### config.mk
export PLATFORM = sky130hd
export DESIGN_NAME = odt_pdx_tracker
export DESIGN_NICKNAME = d
export VERILOG_FILES = /design/src/rtl/odt_pdx_pkg.sv /design/src/rtl/odt_pdx_phase.sv /design/src/rtl/odt_pdx_line.sv /design/src/rtl/odt_pdx_bounds.sv /design/src/rtl/odt_pdx_tracker.sv
export SDC_FILE = /design/constraint.sdc
export NUM_CORES = 1
export LEC_CHECK = 0
export BUFFER_PORTS_ARGS = -buffer_cell sky130_fd_sc_hd__buf_2
export CAP_MARGIN = 20
export CORE_MARGIN = 2
export CORE_UTILIZATION = 40
export DETAILED_ROUTE_END_ITERATION = 7
export PLACE_DENSITY = 0.55
export SYNTH_ARGS = -nofsm -noshare
export SYNTH_HDL_FRONTEND = slang
export SYNTH_SLANG_ARGS = --single-unit
### constraint.sdc
create_clock -name clk_i -period 2.4 [get_ports clk_i]
set_input_delay 0.12 -clock clk_i [delete_from_list [all_inputs] [get_ports clk_i]]
set_output_delay 0.12 -clock clk_i [all_outputs]
set_load 0.02 [all_outputs]
### src/rtl/odt_pdx_pkg.sv
package odt_pdx_pkg;

  typedef enum logic [1:0] {
    MODE_ASYNC = 2'b00,
    MODE_TRANS = 2'b01,
    MODE_SYNC  = 2'b10,
    MODE_IDLE  = 2'b11
  } odt_mode_e;

  typedef enum logic [1:0] {
    ST_IDLE,
    ST_PD,
    ST_XWIN,
    ST_SYNC
  } pd_state_e;

  typedef struct packed {
    odt_mode_e mode;
    logic      odt;
  } slot_t;

  localparam slot_t SLOT_RST = '{mode: MODE_IDLE, odt: 1'b0};

endpackage

### src/rtl/odt_pdx_phase.sv
module odt_pdx_phase
  import odt_pdx_pkg::*;
#(
  parameter int unsigned TXW = 6
) (
  input  logic           clk_i,
  input  logic           rst_ni,
  input  logic           cke_i,
  input  logic           dll_on_i,
  input  logic [TXW-1:0] txpdll_i,
  output odt_mode_e      mode_o,
  output logic           exit_o
);

  pd_state_e      state_q, state_d;
  logic           frz_q, frz_d;
  logic [TXW-1:0] cnt_q, cnt_d;

  always_comb begin
    state_d = state_q;
    frz_d   = frz_q;
    cnt_d   = cnt_q;
    exit_o  = 1'b0;
    unique case (state_q)
      ST_IDLE, ST_SYNC: begin
        if (!cke_i) begin
          state_d = ST_PD;
          frz_d   = !dll_on_i;
        end
      end
      ST_PD: begin
        if (cke_i) begin
          state_d = ST_XWIN;
          exit_o  = 1'b1;
          cnt_d   = (txpdll_i == '0) ? '0 : txpdll_i - 1'b1;
        end
      end
      ST_XWIN: begin
        if (!cke_i)           state_d = ST_PD;
        else if (cnt_q == '0) state_d = ST_SYNC;
        else                  cnt_d   = cnt_q - 1'b1;
      end
      default: state_d = ST_IDLE;
    endcase
  end

  // label of the current cycle follows the state it lands in
  always_comb begin
    unique case (state_d)
      ST_IDLE: mode_o = MODE_IDLE;
      ST_PD:   mode_o = frz_d ? MODE_ASYNC : MODE_SYNC;
      ST_XWIN: mode_o = frz_d ? MODE_TRANS : MODE_SYNC;
      default: mode_o = MODE_SYNC;
    endcase
  end

  always_ff @(posedge clk_i or negedge rst_ni) begin
    if (!rst_ni) begin
      state_q <= ST_IDLE;
      frz_q   <= 1'b0;
      cnt_q   <= '0;
    end else begin
      state_q <= state_d;
      frz_q   <= frz_d;
      cnt_q   <= cnt_d;
    end
  end

  assert_idle_hold_R1: assert property (@(posedge clk_i) disable iff (!rst_ni)
    (state_q == ST_IDLE && cke_i) |=> (state_q == ST_IDLE));

  assert_win_abort_R7: assert property (@(posedge clk_i) disable iff (!rst_ni)
    (state_q == ST_XWIN && !cke_i) |=> (state_q == ST_PD));

  assert_win_len_R4: assert property (@(posedge clk_i) disable iff (!rst_ni)
    (state_q == ST_XWIN) |-> (txpdll_i == '0 || cnt_q < txpdll_i));

  assert_exit_only_from_pd_R4: assert property (@(posedge clk_i) disable iff (!rst_ni)
    exit_o |=> (state_q == ST_XWIN));

endmodule

### src/rtl/odt_pdx_line.sv
module odt_pdx_line
  import odt_pdx_pkg::*;
#(
  parameter int unsigned LAT  = 16,
  parameter int unsigned WL_W = 5
) (
  input  logic            clk_i,
  input  logic            rst_ni,
  input  slot_t           in_i,
  input  logic            exit_i,
  input  logic [WL_W-1:0] wl_i,
  output slot_t           out_o
);

  slot_t line_q [LAT+1];
  slot_t nxt    [LAT+1];

  assign nxt[0] = in_i;

  // an exit rewrites the async cycles that fall inside the backward window
  for (genvar k = 1; k <= LAT; k++) begin : g_stage
    localparam logic [WL_W:0] K_V = (WL_W+1)'(k);
    logic hit;
    assign hit    = exit_i && (K_V < {1'b0, wl_i}) && (line_q[k-1].mode == MODE_ASYNC);
    assign nxt[k] = hit ? slot_t'{mode: MODE_TRANS, odt: line_q[k-1].odt} : line_q[k-1];
  end

  always_ff @(posedge clk_i or negedge rst_ni) begin
    if (!rst_ni) begin
      for (int i = 0; i <= LAT; i++) line_q[i] <= SLOT_RST;
    end else begin
      for (int i = 0; i <= LAT; i++) line_q[i] <= nxt[i];
    end
  end

  assign out_o = line_q[LAT];

  assert_relabel_R4: assert property (@(posedge clk_i) disable iff (!rst_ni)
    (exit_i && wl_i >= WL_W'(2) && line_q[0].mode == MODE_ASYNC)
      |=> (line_q[1].mode == MODE_TRANS));

  assert_no_relabel_R3: assert property (@(posedge clk_i) disable iff (!rst_ni)
    (!exit_i && line_q[0].mode == MODE_ASYNC) |=> (line_q[1].mode == MODE_ASYNC));

endmodule

### src/rtl/odt_pdx_bounds.sv
module odt_pdx_bounds
  import odt_pdx_pkg::*;
#(
  parameter int unsigned WL_W         = 5,
  parameter int unsigned BW           = 6,
  parameter int unsigned AON_MIN_CK   = 0,
  parameter int unsigned AON_MAX_CK   = 1,
  parameter int unsigned AOF_MIN_CK   = 0,
  parameter int unsigned AOF_MAX_CK   = 1,
  parameter int unsigned AONPD_MIN_CK = 2,
  parameter int unsigned AONPD_MAX_CK = 9,
  parameter int unsigned AOFPD_MIN_CK = 2,
  parameter int unsigned AOFPD_MAX_CK = 8
) (
  input  odt_mode_e       mode_i,
  input  logic            rise_i,
  input  logic [WL_W-1:0] wl_i,
  output logic [BW-1:0]   early_o,
  output logic [BW-1:0]   late_o
);

  logic [BW-1:0] odtl, s_min, s_max, a_min, a_max;

  assign odtl  = BW'(wl_i) - BW'(2);
  assign s_min = odtl + (rise_i ? BW'(AON_MIN_CK) : BW'(AOF_MIN_CK));
  assign s_max = odtl + (rise_i ? BW'(AON_MAX_CK) : BW'(AOF_MAX_CK));
  assign a_min = rise_i ? BW'(AONPD_MIN_CK) : BW'(AOFPD_MIN_CK);
  assign a_max = rise_i ? BW'(AONPD_MAX_CK) : BW'(AOFPD_MAX_CK);

  always_comb begin
    unique case (mode_i)
      MODE_ASYNC: begin
        early_o = a_min;
        late_o  = a_max;
      end
      MODE_TRANS: begin
        early_o = (a_min < s_min) ? a_min : s_min;
        late_o  = (a_max > s_max) ? a_max : s_max;
      end
      default: begin
        early_o = s_min;
        late_o  = s_max;
      end
    endcase
  end

endmodule

### src/rtl/odt_pdx_tracker.sv
module odt_pdx_tracker
  import odt_pdx_pkg::*;
#(
  parameter int unsigned MAX_WL       = 17,
  parameter int unsigned WL_W         = $clog2(MAX_WL + 1),
  parameter int unsigned TXW          = 6,
  parameter int unsigned BW           = 6,
  parameter int unsigned AON_MIN_CK   = 0,
  parameter int unsigned AON_MAX_CK   = 1,
  parameter int unsigned AOF_MIN_CK   = 0,
  parameter int unsigned AOF_MAX_CK   = 1,
  parameter int unsigned AONPD_MIN_CK = 2,
  parameter int unsigned AONPD_MAX_CK = 9,
  parameter int unsigned AOFPD_MIN_CK = 2,
  parameter int unsigned AOFPD_MAX_CK = 8
) (
  input  logic            clk_i,
  input  logic            rst_ni,
  input  logic            cke_i,
  input  logic            odt_i,
  input  logic            dll_on_i,
  input  logic [WL_W-1:0] wl_i,
  input  logic [TXW-1:0]  txpdll_i,
  output logic [1:0]      mode_o,
  output logic            edge_vld_o,
  output logic            edge_rise_o,
  output logic [BW-1:0]   early_o,
  output logic [BW-1:0]   late_o
);

  localparam int unsigned LAT = MAX_WL - 1;

  odt_mode_e live_mode;
  logic      exit_now;
  slot_t     live_slot, out_slot;
  logic      odt_last_q;

  odt_pdx_phase #(.TXW(TXW)) i_phase (
    .clk_i    (clk_i),
    .rst_ni   (rst_ni),
    .cke_i    (cke_i),
    .dll_on_i (dll_on_i),
    .txpdll_i (txpdll_i),
    .mode_o   (live_mode),
    .exit_o   (exit_now)
  );

  assign live_slot = '{mode: live_mode, odt: odt_i};

  odt_pdx_line #(.LAT(LAT), .WL_W(WL_W)) i_line (
    .clk_i  (clk_i),
    .rst_ni (rst_ni),
    .in_i   (live_slot),
    .exit_i (exit_now),
    .wl_i   (wl_i),
    .out_o  (out_slot)
  );

  always_ff @(posedge clk_i or negedge rst_ni) begin
    if (!rst_ni) odt_last_q <= 1'b0;
    else         odt_last_q <= out_slot.odt;
  end

  assign mode_o      = out_slot.mode;
  assign edge_vld_o  = out_slot.odt != odt_last_q;
  assign edge_rise_o = out_slot.odt;

  odt_pdx_bounds #(
    .WL_W(WL_W), .BW(BW),
    .AON_MIN_CK(AON_MIN_CK), .AON_MAX_CK(AON_MAX_CK),
    .AOF_MIN_CK(AOF_MIN_CK), .AOF_MAX_CK(AOF_MAX_CK),
    .AONPD_MIN_CK(AONPD_MIN_CK), .AONPD_MAX_CK(AONPD_MAX_CK),
    .AOFPD_MIN_CK(AOFPD_MIN_CK), .AOFPD_MAX_CK(AOFPD_MAX_CK)
  ) i_bounds (
    .mode_i  (out_slot.mode),
    .rise_i  (out_slot.odt),
    .wl_i    (wl_i),
    .early_o (early_o),
    .late_o  (late_o)
  );

  logic [BW-1:0] pd_min_c, pd_max_c;
  assign pd_min_c = edge_rise_o ? BW'(AONPD_MIN_CK) : BW'(AOFPD_MIN_CK);
  assign pd_max_c = edge_rise_o ? BW'(AONPD_MAX_CK) : BW'(AOFPD_MAX_CK);

  assert_bound_order_R11: assert property (@(posedge clk_i) disable iff (!rst_ni)
    edge_vld_o |-> (early_o <= late_o));

  assert_trans_cover_R11: assert property (@(posedge clk_i) disable iff (!rst_ni)
    (edge_vld_o && mode_o == 2'b01) |-> (early_o <= pd_min_c && late_o >= pd_max_c));

  assert_edge_alt_R8: assert property (@(posedge clk_i) disable iff (!rst_ni)
    edge_vld_o |=> (!edge_vld_o || edge_rise_o != $past(edge_rise_o)));

endmodule

After elaboration in Yosys (flattened, before gate mapping)
Index checks and enable logic that the tools add are counted.
- flip-flop bits (word level): 61
- bits of input ports: 16
- word-level logic and storage cells: 165
- add/sub/neg operators: 4
- order comparisons: 18
- equality and inequality tests: 10
- multiplexer cells: 38
- reduce and logical (&&, ||, !) cells: 57
- operator list (kind ; number):
    $mux 3 ; 16
    $lt 4x5->1 const A ; 8
    $logic_not 2->1 ; 19
    $mux 6 ; 6
    $pmux 6 s2 ; 3
    $logic_and 1x1->1 ; 32
    $lt 3x5->1 const A ; 4
    $logic_not 6->1 ; 2
    $mux 2 ; 6
    $pmux 2 s3 ; 2
    $sub 6x1->6 const B ; 2
    $lt 2x5->1 const A ; 2
    $add 6x1->6 const B ; 1
    $eq 2x1->1 const B ; 3
    $eq 2x2->1 const B ; 3
    $gt 6x6->1 ; 1
    $lt 2x6->1 const A ; 1
    $ne 2x2->1 const B ; 3
    $sub 5x2->6 const B ; 1
    $lt 1x5->1 const A ; 1
    $lt 5x5->1 const A ; 1
    $mux 1 ; 5
    $reduce_and 4->1 ; 1
    $reduce_bool 2->1 ; 1
    other kinds (3) ; 3

Logic depth before layout (Yosys ltp)
- word-level depth: 6
- depth in mapped cells: 8

Cells and area by module
A second synthesis with hierarchy kept.
- cell total of the unflattened synthesis: 256
- area total of the unflattened synthesis: 2762.6 um^2
- modules (own cells, without submodules) (module ; instances ; cells each ; area an instance (um^2) ; seq. area each (um^2)):
    odt_pdx_line ; 1 ; 126 ; 1739.2 ; 1318.8
    odt_pdx_phase ; 1 ; 84 ; 678.2 ; 225.2
    odt_pdx_bounds ; 1 ; 44 ; 311.5 ; 0.0
    odt_pdx_tracker ; 1 ; 2 ; 33.8 ; 25.0

Worst setup path after synthesis
Ideal clock, no wire load.
- path type: input port to output port
- from: input port wl_i[1]
- to: output port late_o[2]
- arrival: 1.707 ns
- required time: 2.280 ns
- path slack: 0.573 ns
- stages: 8
- path buffers: 1
- cell sequence: inv_1 -> ha_1 -> buf_2 -> xor2_1 -> a211oi_1 -> o221ai_2 -> nand3b_2 -> nor3_1
- word-level cells in the longest chain between the ends: 5
- ends and longest elaborated chain (element ; RTL line ; text):
    start, declared ; odt_pdx_tracker.sv:22 ; input logic [WL_W-1:0] wl_i,
    $sub 5x2->6 * ; odt_pdx_bounds.sv:24 ; assign odtl = BW'(wl_i) - BW'(2);
    $add 6x1->6 * ; odt_pdx_bounds.sv:26 ; assign s_max = odtl + (rise_i ? BW'(AON_MAX_CK) : BW'(AOF_MAX_CK));
    $gt 6x6->1 ; odt_pdx_bounds.sv:38 ; late_o = (a_max > s_max) ? a_max : s_max;
    $mux 6 ; odt_pdx_bounds.sv:38 ;
    $pmux 6 s2 * ; odt_pdx_bounds.sv:31 ; unique case (mode_i)
    end, declared ; odt_pdx_tracker.sv:28 ; output logic [BW-1:0] late_o
Mark *: on every way between the ends. The rest lies on a longest branch, timed or not.

Worst setup path after layout
- from: input port wl_i[1]
- to: output port late_o[0]
- word-level cells in the longest chain between the ends: 5
- ends and longest elaborated chain (element ; RTL line):
    $sub 5x2->6 ; odt_pdx_bounds.sv:24
    $add 6x1->6 ; odt_pdx_bounds.sv:26
    $gt 6x6->1 ; odt_pdx_bounds.sv:38
    $mux 6 ; odt_pdx_bounds.sv:38
    $pmux 6 s2 ; odt_pdx_bounds.sv:31
No other way between the ends.

==> results.py <==
metrics = {
    "worst_setup_path": {
        "r2r_slack_ps": 610,
        "cp_max_fo": 8,
        "worstReg2RegEnd": "i_line.line_q[50]",
        "setup.worst_path.class": "primary input to primary output",
        "crit_path_end_kind": "primary output",
        "worstRegToRegCells": 7,
        "cp-start-kind": "primary input",
        "reg2reg_from": "i_phase.state_q[0]",
        "worstPathArrival_ps": 2080,
        "required_ps": 2280,
    },
    "final_layout": {
        "final-seq-area_um2": 1570,
        "n_antenna_cell": 0,
        "final_util_pct": 47.6,
        "nets": 310,
        "fillers": 631,
        "final_common_cell": "dfstp_2",
        "final_layout_size_suffix_gt1_share_pct": 33.2,
        "multi_input_area_um2": 1010,
        "final_cell_mix": "34 x dfstp_2, 31 x buf_2, 27 x inv_1, 27 x dfrtp_1, 14 x nand2_1",
        "syn_to_final_growth_pct": 15.4,
    },
    "sta": {
        "rsz0062_at_grt": "false",
        "setup_viol": 0,
        "maxSlewHeadroom_pct": 47.5,
        "tightest_slew_ps": 788,
        "min_period_ps": 2200,
        "max_freq_mhz": 454,
        "fin_setup_tns_ps": 0,
        "skew_ps": 7.55,
        "final_hold_viol_count": 0,
        "slew_violations": 0,
        "fin_crit_sh_pct": 91.9,
    },
    "drt": {
        "wirelength_um": 5220,
        "drc": 0,
        "antenna_left": 0,
        "avgViaCountPerCell": 5.17,
        "drt_iter0_drc": 100,
        "firstDrtPassIters": 4,
        "wl_per_cell_um": 14.3,
        "vias": 1893,
    },
    "global_route": {
        "grt_use_total_pct": 15.4,
        "grt.busiest_layer": "met2",
        "grt_max_degree": 38,
        "grt_use_met3_pct": 5.50,
        "grt_pass1_vias": 1871,
        "grt_pass1_wl_um": 8840,
        "grt_use_met2_pct": 22.7,
        "antenna_found_initial": 0,
        "use_met1_pct": 20.8,
        "overflow": 0,
    },
    "clocking": {
        "clk_pin_slew_ps": 70,
        "clock-sinks": 61,
        "postCtsSetupBuffers": 0,
        "clkLatencyLatePin_ps": 340,
        "root_buffer": "clkbuf_8",
        "cts_tree": "built",
        "htreeDepth": 3,
        "cts_made_buffers": 9,
        "cts_max_path_buffers": 2,
    },
    "power": {
        "net-switching-power_uw": 1100,
        "p_leak_uw": 0.00144,
        "clockPowerShare_pct": 28.2,
        "switching_share_pct": 30.9,
        "peakVddDrop_mv": 0.442,
        "power.density_nw_per_um2": 1100,
        "comb_power_share_pct": 25.0,
        "pwr-share-seq_pct": 46.8,
        "p_int_uw": 2450,
    },
    "floorplan": {
        "initial_core_util_pct": 41.3,
        "dieArea_um2": 7650,
        "io_pins": 32,
        "core_area_um2": 6760,
        "die_height_um": 87.5,
        "rows": 30,
        "die_x_um": 87.5,
    },
    "logic_synthesis": {
        "synth_cell_type_count": 49,
        "synth-edff-count": 0,
        "syn_avg_cell_area_um2": 10.9,
        "synth_fp_nets": 285,
        "synth_ff_type": "dfstp_2",
        "syn_inst": 256,
        "yosysSeqAreaShare_pct": 56.3,
        "async_flop_share_pct": 100,
        "yosys_warnings": 0,
        "ys_ff_latch": 61,
        "syn_area_um2": 2790,
    },
    "place": {
        "post-dp-hpwl_um": 3710,
        "io_buffers": 31,
        "routabilityCongestion": 0.828,
    },
    "status": {
        "status": "completed",
    },
    "hold_path": {
        "hold_start": "dll_on_i",
        "hold_path_end": "i_phase.frz_q",
        "min_path_type": "primary input to flop",
        "whs_path_depth": 2,
    },
    "flow_run": {
        "cap_violations": 0,
    },
}
[layout make-up]
cell class,count,area share [%]
Clock buffer,9,3.85
Clock inverter,7,3.11
Inverter,27,3.15
Multi-Input combinational cell,144,31.4
Sequential cell,61,48.8
Tap cell,80,3.11
Timing Repair Buffer,38,6.61
[synth_stat cells, drive strengths merged, types with 2 or more instances]
library cell | instances | area share, %
or4 | 2 | 0.54
nand2b | 3 | 0.67
nor4 | 2 | 0.99
nor3 | 7 | 1.3
xnor2 | 5 | 1.6
ha | 13 | 5.8
xor2 | 4 | 1.3
o31ai | 12 | 3.2
nor2b | 5 | 1.1
inv | 27 | 3.6
nor2 | 13 | 1.8
dfrtp | 27 | 24
o31a | 2 | 0.63
buf | 6 | 1.4
clkbuf | 18 | 2.4
nor3b | 2 | 0.54
nand2 | 14 | 1.9
a22o | 5 | 1.6
dfstp | 34 | 32
a21oi | 10 | 1.8
or3 | 4 | 0.90
o32ai | 2 | 0.63
nand3 | 2 | 0.36
a211oi | 3 | 0.81
o21ai | 9 | 1.6
or2 | 3 | 0.67
o22ai | 5 | 1.1
[metrics by stage]
stage | cell area [um2] | total power (uW) | hold WS, ps | setup slack, ps | cells
after floorplan | 2790 | 2350 | -176 | 573 | 256
after global placement | 2970 | 2550 | 229 | 289 | 348
after detailed placement | 2970 | 2560 | 230 | 224 | 348
after CTS | 3220 | 3590 | 55.7 | 220 | 366
after global routing | 3220 | 3780 | 73.1 | 40.1 | 366
final | 3220 | 3540 | 73.1 | 195 | 366
[registers in the layout, summed over array words and instances (netlist names)]
signal and flops:
odt_last_q 1, i_phase.state_q 2, i_phase.cnt_q 6, i_line.line_q 48
i_phase.frz_q 1, i_line.out_o 3
[worst max-delay path by stage]
stage	end	startpoint	slack [ps]
2_1_floorplan	late_o[2]	wl_i[1]	570
3_3_place_gp	late_o[0]	wl_i[1]	290
3_5_place_dp	late_o[0]	wl_i[1]	220
4_1_cts	late_o[0]	wl_i[1]	220
5_1_grt	late_o[0]	wl_i[1]	40
6_report	late_o[0]	wl_i[1]	200
[metal layers]
layer  up-vias  wire [um]
met4         0         48
met3         5        245
met5         -          0
met2        49       2260
met1       919       2670
li1        920          -
[cells by family (layout without fill, tap and decap cells)]
group | Yosys count | count (layout) | share of synthesized area, %
buffers and inverters | 51 | 81 | 7.50
xor gates and xnor gates | 9 | 9 | 2.83
adders and majority gates | 13 | 13 | 5.83
DFF | 61 | 61 | 56.3
and+or+nand+nor | 63 | 63 | 12.5
AOI/OAI and AO/OA | 59 | 59 | 15.0
[power groups by stage]
stage	Clock [uW]	Sequential, uW	Combinational [uW]
6_report	998	1660	885
3_3_place_gp	0	1670	880
4_1_cts	1040	1660	892
2_1_floorplan	0	1620	727
5_1_grt	1080	1690	999
3_5_place_dp	0	1670	886
[worst max-delay path: stages]
cell      delay, ps
buf_2           200
inv_1           130
ha_1            310
xor2_1          330
nand4_1         130
or4_1           430
nand3b_2        130
a22o_1          140
buf_2           150
[repair_timing]
| action | CTS | global route |
|---|---|---|
| hold endpoints to repair | 28 | 0 |
| resized for setup | 0 | 0 |
| hold buffers | 2 | 0 |
No activity file was read; power rests on OpenSTA's default activity.
